**config.mk**
```make
export PLATFORM = sky130hd
export DESIGN_NAME = strscan_top
export DESIGN_NICKNAME = d
export VERILOG_FILES = /design/src/rtl/strscan_pkg.sv /design/src/rtl/strscan_zmask.sv /design/src/rtl/strscan_ffs.sv /design/src/rtl/strscan_ctrl.sv /design/src/rtl/strscan_top.sv
export SDC_FILE = /design/constraint.sdc
export NUM_CORES = 1
export LEC_CHECK = 0
export BUFFER_PORTS_ARGS = -buffer_cell sky130_fd_sc_hd__buf_2
export CORE_MARGIN = 5
export CORE_UTILIZATION = 47
export CTS_CLUSTER_SIZE = 10
export DETAILED_ROUTE_END_ITERATION = 6
export PLACE_DENSITY = 0.82
export SLEW_MARGIN = 10
export SYNTH_ARGS = -nofsm -noshare
export SYNTH_HDL_FRONTEND = slang
export SYNTH_SLANG_ARGS = --single-unit
```
**constraint.sdc**
```tcl
create_clock -name clk -period 3.7 [get_ports clk]
set_input_delay 0.555 -clock clk [delete_from_list [all_inputs] [get_ports clk]]
set_output_delay 0.555 -clock clk [all_outputs]
set_load 0.005 [all_outputs]
```
**src/rtl/strscan_pkg.sv**
```systemverilog
package strscan_pkg;

    localparam int ADDR_W        = 32;
    localparam int DEF_BLK_BYTES = 16;

    typedef logic [ADDR_W-1:0] addr_t;

    typedef enum logic [1:0] {
        ST_IDLE  = 2'd0,
        ST_FETCH = 2'd1,
        ST_SCAN  = 2'd2
    } scan_state_e;

    typedef struct packed {
        addr_t base;   // original start address
        addr_t blk;    // address of block being examined
        logic  first;  // block is the one containing base
    } scan_ctx_t;

    function automatic addr_t align_down(addr_t a, int unsigned blk_bytes);
        addr_t m;
        m = addr_t'(blk_bytes) - addr_t'(1);
        return a & ~m;
    endfunction

endpackage

```
**src/rtl/strscan_zmask.sv**
```systemverilog
module strscan_zmask #(
    parameter int BLK_BYTES = strscan_pkg::DEF_BLK_BYTES,
    localparam int OFF_W    = $clog2(BLK_BYTES)
) (
    input  logic [8*BLK_BYTES-1:0] data,
    input  logic [OFF_W-1:0]       lo_off,
    input  logic                   apply_off,
    output logic [BLK_BYTES-1:0]   mask
);
    // One comparator per lane; lanes under the start offset are suppressed.
    for (genvar g = 0; g < BLK_BYTES; g++) begin : g_lane
        logic is_zero;
        logic in_range;
        assign is_zero  = (data[8*g +: 8] == 8'h00);
        assign in_range = !apply_off || (OFF_W'(g) >= lo_off);
        assign mask[g]  = is_zero && in_range;
    end
endmodule

```
**src/rtl/strscan_ffs.sv**
```systemverilog
module strscan_ffs #(
    parameter int N     = strscan_pkg::DEF_BLK_BYTES,
    localparam int IDX_W = $clog2(N)
) (
    input  logic [N-1:0]     vec,
    output logic             found,
    output logic [IDX_W-1:0] idx
);
    // Lowest set bit wins: scan from the top so lower lanes overwrite.
    always_comb begin
        found = 1'b0;
        idx   = '0;
        for (int i = N - 1; i >= 0; i--) begin
            if (vec[i]) begin
                found = 1'b1;
                idx   = IDX_W'(i);
            end
        end
    end
endmodule

```
**src/rtl/strscan_ctrl.sv**
```systemverilog
module strscan_ctrl
    import strscan_pkg::*;
#(
    parameter int BLK_BYTES = DEF_BLK_BYTES,
    localparam int OFF_W    = $clog2(BLK_BYTES)
) (
    input  logic             clk,
    input  logic             rst,
    input  logic             start,
    input  addr_t            start_addr,
    input  logic             hit,
    input  logic [OFF_W-1:0] hit_idx,
    output logic             busy,
    output logic             mem_req,
    output addr_t            mem_addr,
    output logic [OFF_W-1:0] lo_off,
    output logic             apply_off,
    output logic             done,
    output addr_t            length
);
    localparam addr_t STEP = addr_t'(BLK_BYTES);

    scan_state_e state;
    scan_ctx_t   ctx;
    addr_t       next_blk;

    assign next_blk  = ctx.blk + STEP;
    assign busy      = (state != ST_IDLE);
    assign lo_off    = ctx.base[OFF_W-1:0];
    assign apply_off = ctx.first;

    always_comb begin
        mem_req  = 1'b0;
        mem_addr = ctx.blk;
        unique case (state)
            ST_FETCH: begin
                mem_req  = 1'b1;
                mem_addr = ctx.blk;
            end
            ST_SCAN: begin
                if (!hit) begin
                    mem_req  = 1'b1;
                    mem_addr = next_blk;
                end
            end
            default: ;
        endcase
    end

    always_ff @(posedge clk) begin
        if (rst) begin
            state  <= ST_IDLE;
            ctx    <= '0;
            done   <= 1'b0;
            length <= '0;
        end else begin
            done <= 1'b0;
            unique case (state)
                ST_IDLE: begin
                    if (start) begin
                        ctx.base  <= start_addr;
                        ctx.blk   <= align_down(start_addr, BLK_BYTES);
                        ctx.first <= 1'b1;
                        state     <= ST_FETCH;
                    end
                end
                ST_FETCH: state <= ST_SCAN;
                ST_SCAN: begin
                    if (hit) begin
                        done   <= 1'b1;
                        length <= ctx.blk + addr_t'(hit_idx) - ctx.base;
                        state  <= ST_IDLE;
                    end else begin
                        ctx.blk   <= next_blk;
                        ctx.first <= 1'b0;
                    end
                end
                default: state <= ST_IDLE;
            endcase
        end
    end
endmodule

```
**src/rtl/strscan_top.sv**
```systemverilog
module strscan_top
    import strscan_pkg::*;
#(
    parameter int BLK_BYTES = DEF_BLK_BYTES,
    localparam int OFF_W    = $clog2(BLK_BYTES),
    localparam int DATA_W   = 8 * BLK_BYTES
) (
    input  logic              clk,
    input  logic              rst,
    input  logic              start,
    input  logic [ADDR_W-1:0] start_addr,
    output logic              busy,
    output logic              mem_req,
    output logic [ADDR_W-1:0] mem_addr,
    input  logic [DATA_W-1:0] mem_rdata,
    output logic              done,
    output logic [ADDR_W-1:0] length
);
    logic [BLK_BYTES-1:0] zmask;
    logic [OFF_W-1:0]     lo_off;
    logic                 apply_off;
    logic                 hit;
    logic [OFF_W-1:0]     hit_idx;

    strscan_zmask #(.BLK_BYTES(BLK_BYTES)) u_zmask (
        .data      (mem_rdata),
        .lo_off    (lo_off),
        .apply_off (apply_off),
        .mask      (zmask)
    );

    strscan_ffs #(.N(BLK_BYTES)) u_ffs (
        .vec   (zmask),
        .found (hit),
        .idx   (hit_idx)
    );

    strscan_ctrl #(.BLK_BYTES(BLK_BYTES)) u_ctrl (
        .clk        (clk),
        .rst        (rst),
        .start      (start),
        .start_addr (start_addr),
        .hit        (hit),
        .hit_idx    (hit_idx),
        .busy       (busy),
        .mem_req    (mem_req),
        .mem_addr   (mem_addr),
        .lo_off     (lo_off),
        .apply_off  (apply_off),
        .done       (done),
        .length     (length)
    );
endmodule

```
==> results of run 1 <==
[placed cells by master, fill, tap and decap left out, types with 6 or more instances in the layout]
cell       count
nand4_1       11
buf_4         62
o21ai_1        8
nor2_2         6
and3_1         8
inv_1         43
a21oi_2        7
nand2_1      168
o21ai_0       42
xor2_1        13
buf_2        225
a211oi_1      10
a22oi_1        6
a21oi_1      109
o21a_1        13
a21o_1        19
nor3b_1        6
o211ai_1      12
nor3_1        16
ha_1          59
dfxtp_1       88
a31oi_1       10
nand3_1       27
clkbuf_16      9
or4_1          6
nor4_1        33
nor2b_1       12
xnor2_1       35
nor2_1        53
[critical path, cell delays in order, from the launching register on]
cell	delay, ps
dfxtp_4	390
nand4_1	110
and3_1	200
o21a_1	210
or4b_4	560
nor2b_4	150
ha_4	220
ha_4	270
nand2_2	50
o211ai_1	270
nand4_1	200
a21boi_2	230
o21bai_1	140
a311oi_2	330
xnor2_1	110
a211oi_1	230
[power by group]
part / switching, mW / internal, mW / total, mW
Clock: 0.421 / 0.662 / 1.08
Sequential: 0.0903 / 1.10 / 1.19
Combinational: 0.864 / 0.683 / 1.55
[timing repair]
item	4_1_cts	5_1_grt
gates resized for setup	15	61
hold endpoints to repair	0	0
setup endpoints to repair	16	40
buffers inserted	2	9
pin swaps	13	36
[routing by layer]
| metal | vias to the layer above | GRT usage, % | share of wire [%] |
|---|---|---|---|
| met2 | 398 | 39.6 | 44 |
| met3 | 31 | 4.28 | 8.2 |
| met1 | 3805 | 40.2 | 47 |
| met4 | 0 | 5.26 | 1.2 |
| li1 | 4004 | - | - |
| met5 | - | 0 | 0 |
[registers in the layout (all words and copies together) (netlist names)]
name and count:
u_ctrl.ctx 56, u_ctrl.length 32, u_ctrl.lo_off 4, u_ctrl.state 2, u_ctrl.apply_off 1, u_ctrl.done 1
[final cells by class]
cell class	instances	area, um2
clock buffer	9	225
clock inverter	6	115
fill	1345	5600
inverter	49	188
multi-input combinational	789	5170
sequential	96	1940
tap	188	235
timing repair buffer	292	1670
[worst paths after layout]
kind	start	end	cells after the start
worst max register to register	u_ctrl.apply_off$_SDFFE_PP0P_	u_ctrl.length[29]$_SDFFE_PP0P_	15
worst max-delay path	u_ctrl.apply_off$_SDFFE_PP0P_	u_ctrl.length[29]$_SDFFE_PP0P_	15
worst min register to register	u_ctrl.length[4]$_SDFFE_PP0P_	u_ctrl.length[4]$_SDFFE_PP0P_	2
worst min-delay path	start_addr[2]	u_ctrl.lo_off[2]$_SDFFE_PP0P_	3
[cell families (layout without fill, tap and decap cells)]
group / count (synthesis) / in the layout / synth area share, %
and+or+nand+nor: 386 / 386 / 25.5
AOI/OAI and AO/OA: 277 / 277 / 23.4
buffers and inverters: 105 / 356 / 5.97
DFF: 96 / 96 / 26.6
adders and majority gates: 66 / 66 / 11.6
xor gates and xnor gates: 50 / 50 / 6.07
muxes: 5 / 5 / 0.711
other: 2 / 5 / 0.104
[per-stage QoR]
step / TNS, ps / instance area [um2] / cells
4_1_cts: -9.64 / 9210 / 1420
3_3_place_gp: -5440 / 8810 / 1403
3_5_place_dp: -6280 / 8810 / 1403
6_report: -76.1 / 9540 / 1429
2_1_floorplan: -19.1 / 7260 / 990
5_1_grt: -1560 / 9540 / 1429
==> results.tsv, run 1 <==
stage	metric	value	unit
outcome	status	complete, but fails checks	
outcome	violations	negative setup slack	
yosys	syn-cell-area	0.00721	mm2
yosys	ys_types	66	
global_routing	grt_pass1_wl	38800	um
routing	wire_per_inst	17.6	um
floorplanning	die_h	134	um
yosys	yosysMostFrequentCell	nand2_1	
clock_tree	cts_made_buffers	9	
worst_setup_path	start_kind	register	
yosys	synth_top_area_share	26.6	%
layout	syn_to_final_growth	32.3	%
timing	slew_viol_final	0	
layout	fin_util	63.0	%
floorplanning	die_x	134	um
timing	tightest_slew	999	ps
timing	fmax	0.267	GHz
routing	via_count	8238	
flow_run	cap_violations	0	
clock_tree	cts_num_sinks	96	
routing	first_pass_iters	5	
yosys	synth_area_leaders	dfxtp_1, ha_1, nand2_1	
worst_setup_path	rrSetupSlack	-50	ps
global_routing	antenna_found_initial	0	
yosys	syn_inst	987	
place	place_ws	-467	ps
yosys	synth-async-reset-ratio	0	%
yosys	synth_common_cells	nand2_1, a21oi_1, dfxtp_1, ha_1, nor2_1	
power	pwr_density_cell	400	mW/mm2
routing	drc	0	
place	place_hpwl	19000	um
clock_tree	cts_tree	done	
floorplanning	core	0.0151	mm2
floorplanning	rows	45	
yosys	synth_edf_count	0	
timing	layout_setup_ws	-51.9	ps
worst_setup_path	end_kind	register	
timing	finalSetupViolCount	2	
clock_tree	clockBufferDepth	2	
yosys	yosys_register_bits	96	
timing	finalCritPeriodShare	101	%
clock_tree	insertion_delay	350	ps
worst_setup_path	critPathMaxFanout	6	
floorplanning	die_area	0.0179	mm2
global_routing	track_usage	26.5	%
global_routing	grt_start_max_net_pins	92	
worst_setup_path	arrival	4010	ps
timing	slew_headroom	33.4	%
power	leakagePower	4.23	nW
timing	finalCriticalPeriod	3750	ps
timing	fin_skew	8.31	ps
power	finalPower	3.82	mW
layout	final_nets	1466	
worst_setup_path	worstPathRequired	3960	ps
routing	drt_iter0_drc	943	
routing	ant_nets	0	
floorplanning	ios	230	
yosys	yosysWarnings	0	
yosys	synth.avg_cell_area	7.31	um2
routing	viasPerCell	5.76	
power	peakVddDrop	0.257	mV
layout	antenna-diode-count	0	
clock_tree	clock-root-buffer	clkbuf_16	
worst_hold_path	hold_path.class	in2reg	
global_routing	overflow	0	
place	gp_routability_congestion	1.04	
layout	drive_gt1_share	30.5	%
place	port_buffers	225	
clock_tree	cts-htree-levels	3	
timing	hold_violations	0	
timing	rsz0062_at_grt	yes	
timing	whs	433	ps
global_routing	grt_pass1_vias	7479	
yosys	synth_flop_cell	dfxtp_1	
yosys	ys_seq_area_share	26.6	%
clock_tree	clk_pin_slew	70	ps
yosys	synth_top_area_cell	dfxtp_1	
worst_setup_path	worstSetupPathType	reg2reg	
routing	wirelength	25100	um
floorplanning	start_util	47.6	%
clock_tree	ctsHoldBuffers	0	
Power figures use the tool's default switching activity.
==> run 2, diff against run 1 <==
--- a/config.mk
+++ b/config.mk
@@ -6,11 +6,10 @@
 export NUM_CORES = 1
 export LEC_CHECK = 0
 export BUFFER_PORTS_ARGS = -buffer_cell sky130_fd_sc_hd__buf_2
-export CORE_MARGIN = 5
-export CORE_UTILIZATION = 47
+export CORE_UTILIZATION = 56
 export CTS_CLUSTER_SIZE = 10
 export DETAILED_ROUTE_END_ITERATION = 6
-export PLACE_DENSITY = 0.82
+export PLACE_DENSITY = 0.91
 export SLEW_MARGIN = 10
 export SYNTH_ARGS = -nofsm -noshare
 export SYNTH_HDL_FRONTEND = slang
==> constraint.sdc (replaced) <==
create_clock -name clk -period 4.7 [get_ports clk]
set_input_delay 0.705 -clock clk [delete_from_list [all_inputs] [get_ports clk]]
set_output_delay 0.705 -clock clk [all_outputs]
set_load 0.005 [all_outputs]
==> results.tsv, run 2 (same netlist as run 1, synthesis figures left out) <==
stage	metric	value	unit	change
timing	finalCritPeriodShare	91.2	%	was 101%
clock_tree	clockBufferDepth	2		unchanged
global_routing	grt_pass1_wl	35600	um	was 38800 um
clock_tree	cts_tree	done		unchanged
clock_tree	postCtsSetupBuffers	0		was 2
layout	regMostFlops	u_ctrl.ctx		unchanged
place	gp_routability_congestion	0.947		was 1.04
floorplanning	die_h	115	um	was 134 um
timing	slew_headroom	41.6	%	was 33.4%
power	peakVddDrop	0.231	mV	was 0.257 mV
timing	finalSetupViolCount	0		was 2
worst_setup_path	arrival	4530	ps	was 4010 ps
global_routing	antenna_found_initial	1		was 0
clock_tree	insertion_delay	360	ps	was 350 ps
floorplanning	rows	41		was 45
floorplanning	start_util	57.4	%	was 47.6%
clock_tree	cts_num_sinks	96		unchanged
layout	antenna-diode-count	0		unchanged
worst_hold_path	hp-start	u_ctrl.length[9]$_SDFFE_PP0P_		was start_addr[2]
clock_tree	cts_made_buffers	9		unchanged
routing	drc	0		unchanged
worst_setup_path	worstSetupPathType	reg2reg		unchanged
clock_tree	clock-root-buffer	clkbuf_16		unchanged
worst_setup_path	critPathMaxStageDelay	470	ps	was 560 ps
layout	fillers	1091		was 1345
layout	final_cell_mix	buf_2, nand2_1, a21oi_1, dfxtp_1, ha_1		was buf_2, nand2_1, a21oi_1, dfxtp_1, buf_4
clock_tree	ctsHoldBuffers	0		unchanged
worst_setup_path	crit_chain	nand4_1 -> o211ai_1 -> nand3_1 -> a21bo_2 -> a22oi_1 -> o21ai_0 -> a21boi_0 -> o21ai_0 -> ha_1 -> fa_1 -> nor2b_1 -> o2111ai_1 -> a21oi_1 -> nor2_1 -> a2111oi_0 -> buf_4 -> o221ai_1 -> mux2i_1 -> nand2_1		was nand4_1 -> and3_1 -> o21a_1 -> or4b_4 -> nor2b_4 -> ha_4 -> ha_4 -> nand2_2 -> o211ai_1 -> nand4_1 -> a21boi_2 -> o21bai_1 -> a311oi_2 -> xnor2_1 -> a211oi_1
floorplanning	die_area	0.0133	mm2	was 0.0179 mm2
timing	hold_violations	0		unchanged
routing	via_count	8042		was 8238
routing	first_pass_iters	6		was 5
routing	drt_iter0_drc	972		was 943
clock_tree	clk_pin_slew	70	ps	about the same
layout	drive_gt1_share	22.3	%	was 30.5%
power	leakagePower	3.90	nW	was 4.23 nW
worst_hold_path	hold_path.class	reg2reg		was in2reg
worst_setup_path	slowest_stage	dfxtp_1		was or4b_4
layout	final_cells	1362		was 1429
power	pwr_density_cell	312	mW/mm2	was 400 mW/mm2
layout	final_area	0.00873	mm2	was 0.00954 mm2
worst_setup_path	worstPathRequired	4950	ps	was 3960 ps
clock_tree	cts_resized	0		was 15
routing	wirelength	22800	um	was 25100 um
flow_run	cap_violations	0		unchanged
place	placedCellCount	1346		was 1403
place	place_area	0.00843	mm2	was 0.00881 mm2
global_routing	track_usage	34.1	%	was 26.5%
routing	ant_nets	0		unchanged
worst_setup_path	cp_top_family	compound AO/OA/AOI/OAI gates		unchanged
timing	finalCriticalPeriod	4290	ps	was 3750 ps
routing	viasPerCell	5.90		was 5.76
outcome	status	finished clean		was complete, but fails checks
timing	fin_tns_setup	0	ps	was -76.1 ps
worst_setup_path	end_kind	register		unchanged
floorplanning	ios	230		unchanged
timing	fmax	0.233	GHz	was 0.267 GHz
worst_setup_path	worstSetupStartpoint	u_ctrl.lo_off[0]$_SDFFE_PP0P_		was u_ctrl.apply_off$_SDFFE_PP0P_
routing	wire_per_inst	16.7	um	was 17.6 um
power	finalPower	2.72	mW	was 3.82 mW
layout	layout_commonest_cell	buf_2		unchanged
timing	fin_skew	10.3	ps	was 8.31 ps
global_routing	grt_start_max_net_pins	69		was 92
layout	syn_to_final_growth	21.0	%	was 32.3%
global_routing	grt_pass1_vias	7053		was 7479
floorplanning	die_x	115	um	was 134 um
clock_tree	cts-htree-levels	3		unchanged
worst_setup_path	start_kind	register		unchanged
timing	rsz0062_at_grt	no		was yes
worst_setup_path	timing.rr.start	u_ctrl.lo_off[0]$_SDFFE_PP0P_		was u_ctrl.apply_off$_SDFFE_PP0P_
worst_setup_path	critPathMaxFanout	6		unchanged
global_routing	overflow	0		unchanged
place	place_hpwl	17200	um	was 19000 um
worst_setup_path	cpMostUsedCell	o21ai_0		
layout	final_nets	1414		was 1466
timing	tightest_slew	876	ps	was 999 ps
place	port_buffers	225		unchanged
timing	slew_viol_final	0		unchanged
layout	largest_reg_flops	56		unchanged
floorplanning	core	0.0126	mm2	was 0.0151 mm2
worst_setup_path	cp.buffers_inverters	1		was 0
-- run 2: metrics by stage --
step,util [%],worst slack (ps),hold slack (ps)
2_1_floorplan,-,554,436
3_3_place_gp,67.1,234,437
3_5_place_dp,67.1,117,440
4_1_cts,69.5,490,450
5_1_grt,69.5,84.7,469
6_report,69.5,413,449
-- run 2: cell type report --
type / count / area [um2] / share of cell area [%]
timing repair buffer: 240 / 1240 / 14.2
inverter: 49 / 184 / 2.11
clock inverter: 6 / 67.6 / 0.774
multi-input combinational: 789 / 4870 / 55.8
tap: 172 / 215 / 2.46
sequential: 96 / 1920 / 22.0
clock buffer: 10 / 229 / 2.62
-- run 2: per-layer routing --
layer  wire length [um]  GRT usage, %  vias to the layer above
li1                   -             -                     3902
met2               9550          48.0                      430
met1              10600          52.8                     3676
met3               2270          6.43                       34
met5                  0             0                        -
met4                285          8.14                        0
-- run 2: worst paths after layout --
| check | end | slack (ps) | cells past startpoint |
|---|---|---|---|
| setup / recovery | u_ctrl.length[30]$_SDFFE_PP0P_ | 410 | 19 |
| hold / removal | u_ctrl.length[9]$_SDFFE_PP0P_ | 450 | 2 |
| setup reg to reg | u_ctrl.length[30]$_SDFFE_PP0P_ | 410 | 19 |
| hold reg to reg | u_ctrl.length[9]$_SDFFE_PP0P_ | 450 | 2 |
-- run 2: where the power goes --
group | internal [mW] | switching [mW]
Combinational | 0.435 | 0.586
Sequential | 0.864 | 0.0746
Clock | 0.416 | 0.347
-- run 2: tightest hold or removal path: cells and delay by family, from the launching register on --
kind | cells | cell delay (ps)
simple gates | 1 | 50
compound gates | 1 | 50
flops | 1 | 310
